<file path="config.mk">
export PLATFORM = sky130hd
export DESIGN_NAME = flash_erase_seq
export DESIGN_NICKNAME = d
export VERILOG_FILES = /design/src/rtl/flash_erase_pkg.sv /design/src/rtl/erase_region_calc.sv /design/src/rtl/erase_walker.sv /design/src/rtl/flash_erase_seq.sv
export SDC_FILE = /design/constraint.sdc
export NUM_CORES = 1
export LEC_CHECK = 0
export ABC_CLOCK_PERIOD_IN_PS = 9900
export BUFFER_PORTS_ARGS = -buffer_cell sky130_fd_sc_hd__buf_4
export CAP_MARGIN = 25
export CORE_MARGIN = 10
export CORE_UTILIZATION = 51
export CTS_CLUSTER_DIAMETER = 60
export CTS_CLUSTER_SIZE = 16
export DETAILED_ROUTE_END_ITERATION = 6
export GPL_TIMING_DRIVEN = 1
export HOLD_SLACK_MARGIN = 0.03
export PLACE_DENSITY = 0.7
export SLEW_MARGIN = 15
export SYNTH_ARGS = -nofsm -noshare
export SYNTH_HDL_FRONTEND = slang
export SYNTH_SLANG_ARGS = --single-unit
export TNS_END_PERCENT = 10
</file>
<file path="constraint.sdc">
create_clock -name clk -period 9.9 [get_ports clk]
set_input_delay 0.495 -clock clk [delete_from_list [all_inputs] [get_ports clk]]
set_output_delay 0.495 -clock clk [all_outputs]
set_load 0.05 [all_outputs]
</file>
<file path="src/rtl/flash_erase_pkg.sv">
// Shared definitions for the erase sequencer: opcode values and the
// region kind that the decoder hands to the walker.
// Assumes 8-bit opcodes.
package flash_erase_pkg;

    localparam logic [7:0] OP_ERASE_4K    = 8'h20;
    localparam logic [7:0] OP_ERASE_32K   = 8'h52;
    localparam logic [7:0] OP_ERASE_SECT  = 8'hD8;
    localparam logic [7:0] OP_ERASE_SECT4 = 8'hDC;
    localparam logic [7:0] OP_ERASE_CHIP  = 8'h60;
    localparam logic [7:0] OP_ERASE_CHIP2 = 8'hC7;
    localparam logic [7:0] OP_ERASE_DIE   = 8'hC4;

    localparam logic [7:0] ERASED_BYTE = 8'hFF;

    typedef enum logic [2:0] {
        KIND_NONE,
        KIND_4K,
        KIND_32K,
        KIND_SECTOR,
        KIND_CHIP,
        KIND_DIE
    } erase_kind_e;

    // Map an opcode onto the kind of region it erases.
    function automatic erase_kind_e kind_of(input logic [7:0] op);
        case (op)
            OP_ERASE_4K:                    return KIND_4K;
            OP_ERASE_32K:                   return KIND_32K;
            OP_ERASE_SECT, OP_ERASE_SECT4:  return KIND_SECTOR;
            OP_ERASE_CHIP, OP_ERASE_CHIP2:  return KIND_CHIP;
            OP_ERASE_DIE:                   return KIND_DIE;
            default:                        return KIND_NONE;
        endcase
    endfunction

endpackage

</file>
<file path="src/rtl/erase_region_calc.sv">
// Combinational decoder: classifies the opcode, checks that the erase is
// allowed, and computes the length and aligned base of the region.
// Assumes capacity, sector size and die count are powers of two, and that
// every region length is at most the capacity.
module erase_region_calc
    import flash_erase_pkg::*;
#(
    parameter int ADDR_W = 24,
    parameter int CNT_W  = 16,
    parameter int DIE_W  = 4,
    localparam int LEN_W = ADDR_W + 1
) (
    input  logic [7:0]        op,
    input  logic [ADDR_W-1:0] addr,
    input  logic              wr_en,
    input  logic [LEN_W-1:0]  sector_bytes,
    input  logic [CNT_W-1:0]  sector_count,
    input  logic              cap_4k,
    input  logic              cap_32k,
    input  logic [DIE_W-1:0]  die_count,
    output logic              reject,
    output logic [ADDR_W-1:0] base,
    output logic [LEN_W-1:0]  len
);

    localparam logic [LEN_W-1:0] LEN_4K  = LEN_W'(4096);
    localparam logic [LEN_W-1:0] LEN_32K = LEN_W'(32768);

    erase_kind_e         kind;
    logic [LEN_W-1:0]    capacity;
    logic [LEN_W-1:0]    die_len;
    logic [ADDR_W-1:0]   addr_in_dev;
    logic [$clog2(DIE_W+1)-1:0] die_shift;

    // Index of the highest set bit of the die count (its log2).
    always_comb begin
        die_shift = '0;
        for (int i = 0; i < DIE_W; i++) begin
            if (die_count[i]) die_shift = ($clog2(DIE_W+1))'(i);
        end
    end

    // Capacity, die size and the start address folded into the device.
    always_comb begin
        kind        = kind_of(op);
        capacity    = sector_bytes * LEN_W'(sector_count);
        die_len     = capacity >> die_shift;
        addr_in_dev = addr & ADDR_W'(capacity - 1'b1);
    end

    // Pick the region length and decide whether the request is refused.
    always_comb begin
        len    = '0;
        reject = !wr_en;
        unique case (kind)
            KIND_4K:     begin len = LEN_4K;       if (!cap_4k)  reject = 1'b1; end
            KIND_32K:    begin len = LEN_32K;      if (!cap_32k) reject = 1'b1; end
            KIND_SECTOR: len = sector_bytes;
            KIND_CHIP:   len = capacity;
            KIND_DIE:    begin len = die_len; if (die_count == '0) reject = 1'b1; end
            default:     reject = 1'b1;
        endcase
    end

    // Align the folded address down to a multiple of the region length.
    always_comb begin
        base = addr_in_dev & ~ADDR_W'(len - 1'b1);
    end

endmodule

</file>
<file path="src/rtl/erase_walker.sv">
// Sequential walker: on an accepted request, writes the erased value to
// one byte per cycle from the base for len bytes; on a refused one,
// pulses done and err. Requests are taken only while idle.
module erase_walker
    import flash_erase_pkg::*;
#(
    parameter int ADDR_W = 24,
    localparam int LEN_W = ADDR_W + 1
) (
    input  logic              clk,
    input  logic              rst_n,
    input  logic              start,
    input  logic              reject,
    input  logic [ADDR_W-1:0] base,
    input  logic [LEN_W-1:0]  len,
    output logic              busy,
    output logic              done,
    output logic              err,
    output logic              mem_we,
    output logic [ADDR_W-1:0] mem_addr,
    output logic [7:0]        mem_wdata
);

    logic [ADDR_W-1:0] ptr;
    logic [LEN_W-1:0]  left;

    // Accept or refuse requests, step the pointer, and end the erase.
    always_ff @(posedge clk) begin
        if (!rst_n) begin
            busy <= 1'b0;
            done <= 1'b0;
            err  <= 1'b0;
            ptr  <= '0;
            left <= '0;
        end else begin
            done <= 1'b0;
            err  <= 1'b0;
            if (busy) begin
                ptr  <= ptr + 1'b1;
                left <= left - 1'b1;
                if (left == LEN_W'(1)) begin
                    busy <= 1'b0;
                    done <= 1'b1;
                end
            end else if (start) begin
                if (reject || len == '0) begin
                    done <= 1'b1;
                    err  <= 1'b1;
                end else begin
                    busy <= 1'b1;
                    ptr  <= base;
                    left <= len;
                end
            end
        end
    end

    // Drive the memory port while the erase runs.
    always_comb begin
        mem_we    = busy;
        mem_addr  = ptr;
        mem_wdata = ERASED_BYTE;
    end

    AST_ADDR_STEP: assert property (@(posedge clk) disable iff (!rst_n)
        busy && $past(busy) |-> mem_addr == $past(mem_addr) + 1'b1);
    AST_END_CLEAN: assert property (@(posedge clk) disable iff (!rst_n)
        $fell(busy) |-> done && !err);
    AST_ERR_IDLE: assert property (@(posedge clk) disable iff (!rst_n)
        err |-> done && !busy && !mem_we);

endmodule

</file>
<file path="src/rtl/flash_erase_seq.sv">
// Top of the erase sequencer: ties the region decoder to the byte walker.
// Assumes the caller holds the device parameters stable while busy.
module flash_erase_seq
    import flash_erase_pkg::*;
#(
    parameter int ADDR_W = 24,
    parameter int CNT_W  = 16,
    parameter int DIE_W  = 4
) (
    input  logic              clk,
    input  logic              rst_n,
    input  logic              req_valid,
    input  logic [7:0]        req_op,
    input  logic [ADDR_W-1:0] req_addr,
    input  logic              wr_en,
    input  logic [ADDR_W:0]   cfg_sector_bytes,
    input  logic [CNT_W-1:0]  cfg_sector_count,
    input  logic              cfg_cap_4k,
    input  logic              cfg_cap_32k,
    input  logic [DIE_W-1:0]  cfg_die_count,
    output logic              busy,
    output logic              done,
    output logic              err,
    output logic              mem_we,
    output logic [ADDR_W-1:0] mem_addr,
    output logic [7:0]        mem_wdata
);

    localparam int LEN_W = ADDR_W + 1;

    logic              rq_reject;
    logic [ADDR_W-1:0] rq_base;
    logic [LEN_W-1:0]  rq_len;

    erase_region_calc #(.ADDR_W(ADDR_W), .CNT_W(CNT_W), .DIE_W(DIE_W)) u_calc (
        .op           (req_op),
        .addr         (req_addr),
        .wr_en        (wr_en),
        .sector_bytes (cfg_sector_bytes),
        .sector_count (cfg_sector_count),
        .cap_4k       (cfg_cap_4k),
        .cap_32k      (cfg_cap_32k),
        .die_count    (cfg_die_count),
        .reject       (rq_reject),
        .base         (rq_base),
        .len          (rq_len)
    );

    erase_walker #(.ADDR_W(ADDR_W)) u_walk (
        .clk       (clk),
        .rst_n     (rst_n),
        .start     (req_valid),
        .reject    (rq_reject),
        .base      (rq_base),
        .len       (rq_len),
        .busy      (busy),
        .done      (done),
        .err       (err),
        .mem_we    (mem_we),
        .mem_addr  (mem_addr),
        .mem_wdata (mem_wdata)
    );

    AST_WE_LOW_REFUSED: assert property (@(posedge clk) disable iff (!rst_n)
        req_valid && !busy && !wr_en |=> err && !busy);
    AST_4K_ALIGNED: assert property (@(posedge clk) disable iff (!rst_n)
        req_valid && !busy && wr_en && cfg_cap_4k && req_op == OP_ERASE_4K
        |=> busy && mem_addr[11:0] == 12'h000);
    AST_CHIP_FROM_ZERO: assert property (@(posedge clk) disable iff (!rst_n)
        req_valid && !busy && wr_en && req_op == OP_ERASE_CHIP
        |=> busy && mem_addr == '0);

endmodule

</file>
-- Word-level counts from Yosys, hierarchy flattened
Index checks and enable logic that the tools add are counted.
- register bits: 52
- bits in latches: 0
- bits in writable memories: 0
- bits in read-only memories: 0
- bits of input ports: 83
- output and inout port bits: 36
- memories: 0
- $add $sub $neg: 4
- $mul: 1
- div/mod/pow operators: 0
- $lt $le $gt $ge: 0
- equality and inequality tests: 14
- shift-type cells: 1
- muxes and demuxes: 23
- bitwise logic cells: 4
- reduce and logical (&&, ||, !) cells: 10
- operators by type and width (kind ; count):
    one-hot mux 25 bit (5 select lines) ; 1
    two-way mux 25 bit ; 3
    two-way mux 24 bit ; 3
    AND 24 bit ; 2
    subtractor 24 x 1 -> 24 bit (second input constant) ; 2
    equality test 8 bit (second input constant) ; 4
    equality test 25 x 1 -> 1 bit (second input constant) ; 1
    zero test 25 bit ; 1
    multiplier 25 x 16 -> 25 bit ; 1
    right shift 25 x 2 -> 25 bit ; 1
    subtractor 25 x 1 -> 25 bit (second input constant) ; 1
    adder 24 x 1 -> 24 bit (second input constant) ; 1
    NOT 24 bit ; 1
    equality test 8 x 7 -> 1 bit (second input constant) ; 2
    one-hot mux 3 bit (5 select lines) ; 1
    two-way mux 1 bit ; 12
    equality test 8 x 6 -> 1 bit (second input constant) ; 1
    OR reduction 2 bit ; 4
    equality test 3 x 2 -> 1 bit (second input constant) ; 2
    equality test 3 bit (second input constant) ; 2
    zero test 4 bit ; 1
    two-way mux 2 bit ; 2
    one-hot mux 1 bit (4 select lines) ; 1
    equality test 3 x 1 -> 1 bit (second input constant) ; 1
    other kinds (6) ; 6

-- Depth between registers and ports, before layout
Gate-level depths: netlist (run 1).
- word-level depth: 11
- mapped depth: 32
- depth with buffers taken out: 26

-- Cells and area by module
A second synthesis (run 1) with hierarchy kept.
- cell total of the unflattened synthesis: 1718
- area, all modules: 13769.5 µm²
- by module, submodules not included (module ; times used ; cells an instance ; area each (µm²)):
    erase_region_calc ; 1 ; 1343 ; 10795.4
    erase_walker ; 1 ; 375 ; 2974.1

-- Worst setup path before layout (run 1)
Ideal clock, no wire load.
- path kind: input-to-reg
- from: input cfg_sector_count[7]
- to: register u_walk.left[13]
- setup time: 0.132 ns
- arrival: 7.935 ns
- data required time: 9.768 ns
- slack: 1.832 ns
- stages: 30
- cell sequence: clkbuf_1 clkbuf_1 nand2_1 fa_1 inv_1 fa_1 inv_1 fa_1 inv_1 fa_1 fa_1 inv_1 fa_1 inv_1 ha_1 clkbuf_1 o21ai_0 a22oi_1 a21bo_2 xor2_1 mux2i_1 a221o_1 or2_1 or4b_4 o41ai_4 nor2_1 buf_2 buf_2 a21oi_1 a21oi_1
- word-level cells in the longest chain between the ends: 7
- elaborated cells on any way between the ends: 10
- classes of those cells: mul: 1; eq/ne: 1; shift: 1; mux: 4; reduce/logical: 3
- ends and longest elaborated chain (element ; RTL line ; source):
    start, declared ; flash_erase_seq.sv:17 ; input logic [CNT_W-1:0] cfg_sector_count,
    multiplier 25 x 16 -> 25 bit (*) ; erase_region_calc.sv:46 ; capacity = sector_bytes * LEN_W'(sector_count);
    right shift 25 x 2 -> 25 bit ; erase_region_calc.sv:47 ; die_len = capacity >> die_shift;
    one-hot mux 25 bit (5 select lines) (*) ; erase_region_calc.sv:55 ; unique case (kind)
    zero test 25 bit ; erase_walker.sv:46 ; if (reject || len == '0) begin
    logical OR 1 bit ; erase_walker.sv:46 ;
    != test 2 x 1 -> 1 bit (no line) ; n/a ;
    AND reduction 2 bit (no line) ; n/a ;
    end signal, assigned ; erase_walker.sv:40 ; left <= left - 1'b1;
    end signal, assigned ; erase_walker.sv:52 ; left <= len;
    end, declared ; erase_walker.sv:25 ; logic [LEN_W-1:0] left;
Mark *: on every way between the ends. The rest lies on a longest branch, timed or not. The select of a mux whose other input is x is not followed.
A chain may end at the register's enable or synchronous reset.

-- Worst setup path after layout (run 1)
- from: input cfg_sector_count[4]
- to: register u_walk.left[19]
The elaborated chain is that of the path after synthesis.

==> impl_metrics.yaml, run 1 <==
synthesis:
  synthDistinctLibCells: 88
  synth-edff-count: 0
  muxShareOfSynthArea_pct: 0.839
  ys_seq_area_share_pct: 7.75
  synth_adder_area_share_pct: 36.7
  synth_area_per_cell_um2: 7.97
  ys_ff_latch: 52
  synth_xor_area_share_pct: 6.82
  syn_area_um2: 13400
  yosys.area_share.simple_pct: 23.6
  netlist_instances: 1685
  synth_flop_cell: "dfxtp_1"
  yosys_warnings: 0
  synth_compound_area_share_pct: 13.9
  synth_top_family_by_area: "adder cells"
  synthArstFlopShare_pct: 0
sta:
  rsz0062_at_grt: "no"
  tightest_slew_ns: 1.00
  period_needed_ns: 8.75
  setup_viol: 0
  finalHoldViolations: 0
  final.setup.tns_ns: 0
  drv_slew: 0
  slew_headroom_pct: 32.7
  fmax_ghz: 0.114
  timing.final.crit_share_pct: 88.4
  setup_ws_ns: 1.15
  fin_skew_ns: 0.00668
final_layout:
  nets: 2077
  drive_above_1_share_pct: 9.16
  n_antenna_cell: 0
  finalNonFillerCells: 2059
  syn2layout_area_growth_pct: 7.77
min_path:
  hp-class: "primary input to flop"
  holdPathEnd: "u_walk.mem_addr[10]$_SDFFE_PN0P_"
  min_from: "req_addr[10]"
  min_path_cells: 3
drt:
  vias_per_cell: 5.95
  drc: 0
  wl_um: 41200
  dr.pass1.iters: 5
  wl_per_cell_um: 20.0
  drt_iter0_markers: 1281
  drtAntennaViolNets: 0
  vias: 12200
clocking:
  postCtsSetupBuffers: 0
  clk_root_buffer_cell: "clkbuf_16"
  cts_htree_levels: 2
  cts_tree: "built"
  cts_hold_buf: 0
  ctsResizeCount: 0
  clk_latency_ns: 0.30
  cts_buffers: 5
  cts.sinks: 52
  clock_path_buffers: 2
  path_clk_slew_ns: 0.07
global_route:
  grt_max_degree: 43
  grt_pass1_vias: 12600
  grt_pass1_wl_um: 67500
  grt_antenna_before_repair: 0
  grt_usage_pct: 24.7
  overflow: 0
worst_setup_path:
  path_max_fanout: 21
  crit_slowest_cell: "o41ai_4"
  endpoint_kind: "flop"
  start_kind: "primary input"
  crit_top_cell: "fa_1"
  r2r_cells: 8
  reg2reg_slack_ns: 6.55
  arrival_ns: 8.94
  r2r-start: "u_walk.left[2]$_SDFFE_PN0P_"
  critPathMaxStageDelay_ns: 0.77
  cp.required_ns: 10.09
  r2r_end: "u_walk.left[20]$_SDFFE_PN0P_"
  path_class: "primary input to flop"
placement:
  pre_cts_slack_ns: 0.927
  globalplace.congestion: 0.934
  portBuffers: 110
  dpl.hpwl_um: 32600
  place_inst: 2052
outcome:
  outcome: "finished clean"
floorplanning:
  dieArea_um2: 33200
  die-height_um: 182
  core-area_um2: 26000
  num_io_pins: 119
  dieWidth_um: 182
  rows: 59
  initial_utilization_pct: 51.7
run:
  drv_cap: 0
[Yosys cell counts, drive strengths merged (6+ instances only)]
library cell	count	area (um2)
a211oi	16	145
a21o	11	82.6
a21oi	61	305
a221oi	10	100
a22oi	13	97.6
a31oi	13	81.3
and2	121	757
and3	21	131
buf	24	165
clkbuf	69	259
dfxtp	52	1040
fa	206	4120
ha	64	801
inv	259	972
mux2i	9	90.1
nand2	251	942
nand2b	10	62.6
nand3	37	185
nand4	25	156
nor2	86	323
nor2b	6	37.5
nor3	25	125
nor4	10	83.8
o211ai	9	67.6
o21a	10	76.3
o21ai	40	200
o221ai	7	67.6
o22ai	9	56.3
or2	10	62.6
or3	14	87.6
xnor2	64	587
xor2	35	307
[layout by cell type (no fill, tap or decap), types with 37 or more instances in the layout]
cell	count
inv_1	259
nand2_1	251
fa_1	206
and2_1	120
buf_4	118
nor2_1	85
ha_1	64
xnor2_1	62
a21oi_1	61
dfxtp_1	52
o21ai_0	37
nand3_1	37
[cells by family (layout without fill, tap and decap cells)]
family	count (synthesis)	after routing
DFF	52	52
buffers and inverters	352	384
other	1	8
muxes	11	11
AOI/OAI and AO/OA	259	259
and+or+nand+nor	640	640
xor gates and xnor gates	100	100
adders and majority gates	270	270
[area by class of cell]
type                            instances  area (um2)
Clock inverter                          1        5.00
Multi-Input combinational cell       1288       11000
Fill cell                            2524       11500
Sequential cell                        52        1040
Inverter                              259         972
Clock buffer                            6         129
Tap cell                              335         419
Timing Repair Buffer                  118         886
[flip-flops by register name, summed over array words and instances, names as in the netlist]
register and count:
u_walk.busy 1, u_walk.done 1, u_walk.err 1, u_walk.left 25, u_walk.mem_addr 24
[per-stage QoR]
stage	cell area, um2	hold slack (ns)	utilization (%)
2_1_floorplan	13500	0.451	-
3_3_place_gp	14300	0.471	55.2
3_5_place_dp	14300	0.475	55.2
4_1_cts	14500	0.468	55.7
5_1_grt	14500	0.480	55.7
6_report	14500	0.469	55.7
[critical path: cells and delay by family]
family | cells | cell delay (ns)
fa+ha+maj | 7 | 3.46
compound gates | 7 | 2.73
simple gates | 6 | 1.67
buf+inv | 5 | 0.40
xor+xnor | 1 | 0.19
[layer usage]
| metal | up-vias | GRT usage, % | part of all wire [%] |
|---|---|---|---|
| met5 | - | 0 | 0 |
| met4 | 0 | 5.76 | 2.4 |
| met3 | 74 | 4.67 | 7.8 |
| met2 | 550 | 40.5 | 48 |
| met1 | 6096 | 33.0 | 42 |
| li1 | 5527 | - | - |
[how the worst max path moves through the flow]
| stage | start | endpoint | slack, ns | cells after the start |
|---|---|---|---|---|
| after floorplan | cfg_sector_count[7] | u_walk.left[13]$_SDFFE_PN0P_ | 1.83 | 30 |
| after global placement | cfg_sector_count[4] | u_walk.left[19]$_SDFFE_PN0P_ | 0.92 | 26 |
| after detailed placement | cfg_sector_count[4] | u_walk.left[19]$_SDFFE_PN0P_ | 0.93 | 25 |
| after CTS | cfg_sector_count[4] | u_walk.left[19]$_SDFFE_PN0P_ | 1.20 | 26 |
| after global routing | cfg_sector_count[4] | u_walk.left[19]$_SDFFE_PN0P_ | 0.65 | 26 |
| final | cfg_sector_count[4] | u_walk.left[19]$_SDFFE_PN0P_ | 1.15 | 26 |
Power of run 1 is not shown: default switching activity piles up to over one toggle a cycle in this logic, so the estimate is an artifact.
==> run 2: changes to the inputs <==
--- a/config.mk
+++ b/config.mk
@@ -5,17 +5,19 @@
 export SDC_FILE = /design/constraint.sdc
 export NUM_CORES = 1
 export LEC_CHECK = 0
-export ABC_CLOCK_PERIOD_IN_PS = 9900
+export ABC_CLOCK_PERIOD_IN_PS = 11100
 export BUFFER_PORTS_ARGS = -buffer_cell sky130_fd_sc_hd__buf_4
 export CAP_MARGIN = 25
+export CELL_PAD_IN_SITES_DETAIL_PLACEMENT = 0
+export CELL_PAD_IN_SITES_GLOBAL_PLACEMENT = 2
 export CORE_MARGIN = 10
-export CORE_UTILIZATION = 51
+export CORE_UTILIZATION = 41
 export CTS_CLUSTER_DIAMETER = 60
 export CTS_CLUSTER_SIZE = 16
 export DETAILED_ROUTE_END_ITERATION = 6
 export GPL_TIMING_DRIVEN = 1
 export HOLD_SLACK_MARGIN = 0.03
-export PLACE_DENSITY = 0.7
+export PLACE_DENSITY_LB_ADDON = 0.1
 export SLEW_MARGIN = 15
 export SYNTH_ARGS = -nofsm -noshare
 export SYNTH_HDL_FRONTEND = slang
==> constraint.sdc (replaced) <==
create_clock -name clk -period 11.1 [get_ports clk]
set_input_delay 0.555 -clock clk [delete_from_list [all_inputs] [get_ports clk]]
set_output_delay 0.555 -clock clk [all_outputs]
set_load 0.05 [all_outputs]
==> run 2 against run 1 <==
Compared with the run above: clock skew increased by 0.0021 ns; critical path depth increased by 1; count of clock-buffer cells in the layout unchanged; flip-flop and latch count unchanged; die area increased by 22%.
==> impl_metrics.yaml, run 2 (synthesis results as in run 1) <==
worst_setup_path:
  crit_start: "cfg_sector_bytes[6]"
  r2r-start: "u_walk.mem_addr[3]$_SDFFE_PN0P_"
  r2r_end: "u_walk.mem_addr[23]$_SDFFE_PN0P_"
  endpoint_kind: "flop"
  cpLargestDelayFamily: "adder cells"
  crit_top_cell: "fa_1"
  path_max_fanout: 20
  cp.buffers_inverters: 7
  r2r_cells: 12
  cp.required_ns: 11.30
  critPathMaxStageDelay_ns: 0.80
  reg2reg_slack_ns: 7.84
  crit_slowest_cell: "nand2b_1"
  arrival_ns: 9.13
  start_kind: "primary input"
  path_class: "primary input to flop"
min_path:
  holdPathEnd: "u_walk.left[12]$_SDFFE_PN0P_"
  hp-class: "flop to flop"
  min_from: "u_walk.left[12]$_SDFFE_PN0P_"
  min_path_cells: 2
global_route:
  grt_pass1_vias: 12400
  grt_max_degree: 43
  overflow: 0
  grt_antenna_before_repair: 0
  grt_pass1_wl_um: 70300
  grt_usage_pct: 21.7
floorplanning:
  dieWidth_um: 201
  die-height_um: 201
  rows: 66
  num_io_pins: 119
  initial_utilization_pct: 41.4
  dieArea_um2: 40400
  core-area_um2: 32500
clocking:
  ctsResizeCount: 0
  clk_root_buffer_cell: "clkbuf_16"
  clock_path_buffers: 2
  path_clk_slew_ns: 0.07
  cts_htree_levels: 2
  cts.sinks: 52
  cts_hold_buf: 0
  postCtsSetupBuffers: 0
  clk_latency_ns: 0.30
  cts_tree: "built"
  cts_buffers: 5
placement:
  globalplace.congestion: 0.846
  dpl.hpwl_um: 34900
  pre_cts_slack_ns: 1.89
  portBuffers: 110
sta:
  setup_viol: 0
  drv_slew: 0
  finalHoldViolations: 0
  fmax_ghz: 0.112
  setup_ws_ns: 2.17
  rsz0062_at_grt: "no"
  fin_skew_ns: 0.00876
  period_needed_ns: 8.93
  final.setup.tns_ns: 0
  holdWs_ns: 0.482
  tightest_slew_ns: 1.01
  timing.final.crit_share_pct: 80.5
  slew_headroom_pct: 31.9
drt:
  dr.pass1.iters: 5
  drc: 0
  vias: 11900
  wl_per_cell_um: 20.1
  drt_iter0_markers: 762
  wl_um: 43700
  drtAntennaViolNets: 0
  vias_per_cell: 5.49
final_layout:
  final_util_pct: 45.2
  syn2layout_area_growth_pct: 9.29
  drive_above_1_share_pct: 9.38
  final.fill_count: 3344
  nets: 2080
  largest_reg_flops: 25
  final_cell_mix: "inv_1, nand2_1, fa_1"
  layout_commonest_cell: "inv_1"
  top_register: "u_walk.left"
outcome:
  outcome: "finished clean"
run:
  drv_cap: 0
==> run 2: cell count changes in the layout (fill, tap and decap cells not counted) <==
| cell | change |
|---|---|
| clkbuf_2 | +1 |
| diode_2 | +1 |
| buf_16 | +1 |
| buf_2 | +1 |
| bufinv_16 | +1 |
==> run 2: final cells by class <==
type,instances,area (um2),share of cell area (%)
diodes,1,2.50,0.0171
clock buffers,6,129,0.878
flip-flops and latches,52,1040,7.09
clock inverters,2,35.0,0.239
repair buffers,121,923,6.29
inverters,259,972,6.62
multi-input cells,1288,11000,75.1
well taps,442,553,3.77
==> run 2: through the flow <==
stage,std cells,instance area (um2)
2_1_floorplan,1692,13500
3_3_place_gp,2159,14500
3_5_place_dp,2160,14500
4_1_cts,2168,14700
5_1_grt,2170,14700
6_report,2171,14700
==> run 2: worst max-delay path by stage <==
stage,end,slack (ns),cells after the start
2_1_floorplan,u_walk.left[13]$_SDFFE_PN0P_,2.97,30
3_3_place_gp,u_walk.left[1]$_SDFFE_PN0P_,1.73,29
3_5_place_dp,u_walk.left[19]$_SDFFE_PN0P_,1.89,27
4_1_cts,u_walk.left[19]$_SDFFE_PN0P_,2.20,27
5_1_grt,u_walk.left[19]$_SDFFE_PN0P_,1.67,28
6_report,u_walk.left[19]$_SDFFE_PN0P_,2.17,27
==> run 2: tightest hold or removal path: cells and delay by family, from the launching register on <==
kind            cells  cell delay, ns
flops               1            0.33
simple gates        1            0.06
compound gates      1            0.05
==> run 2: routing by layer <==
layer	vias to the layer above	share of wire (%)	wire length, um	track usage, %
li1	5548	-	-	-
met1	6005	48	20800	30.9
met2	347	46	20000	34.8
met3	26	5.6	2430	2.97
met4	0	1.1	470	2.98
met5	-	0	0	0
Power of run 2 is left out for the same reason.
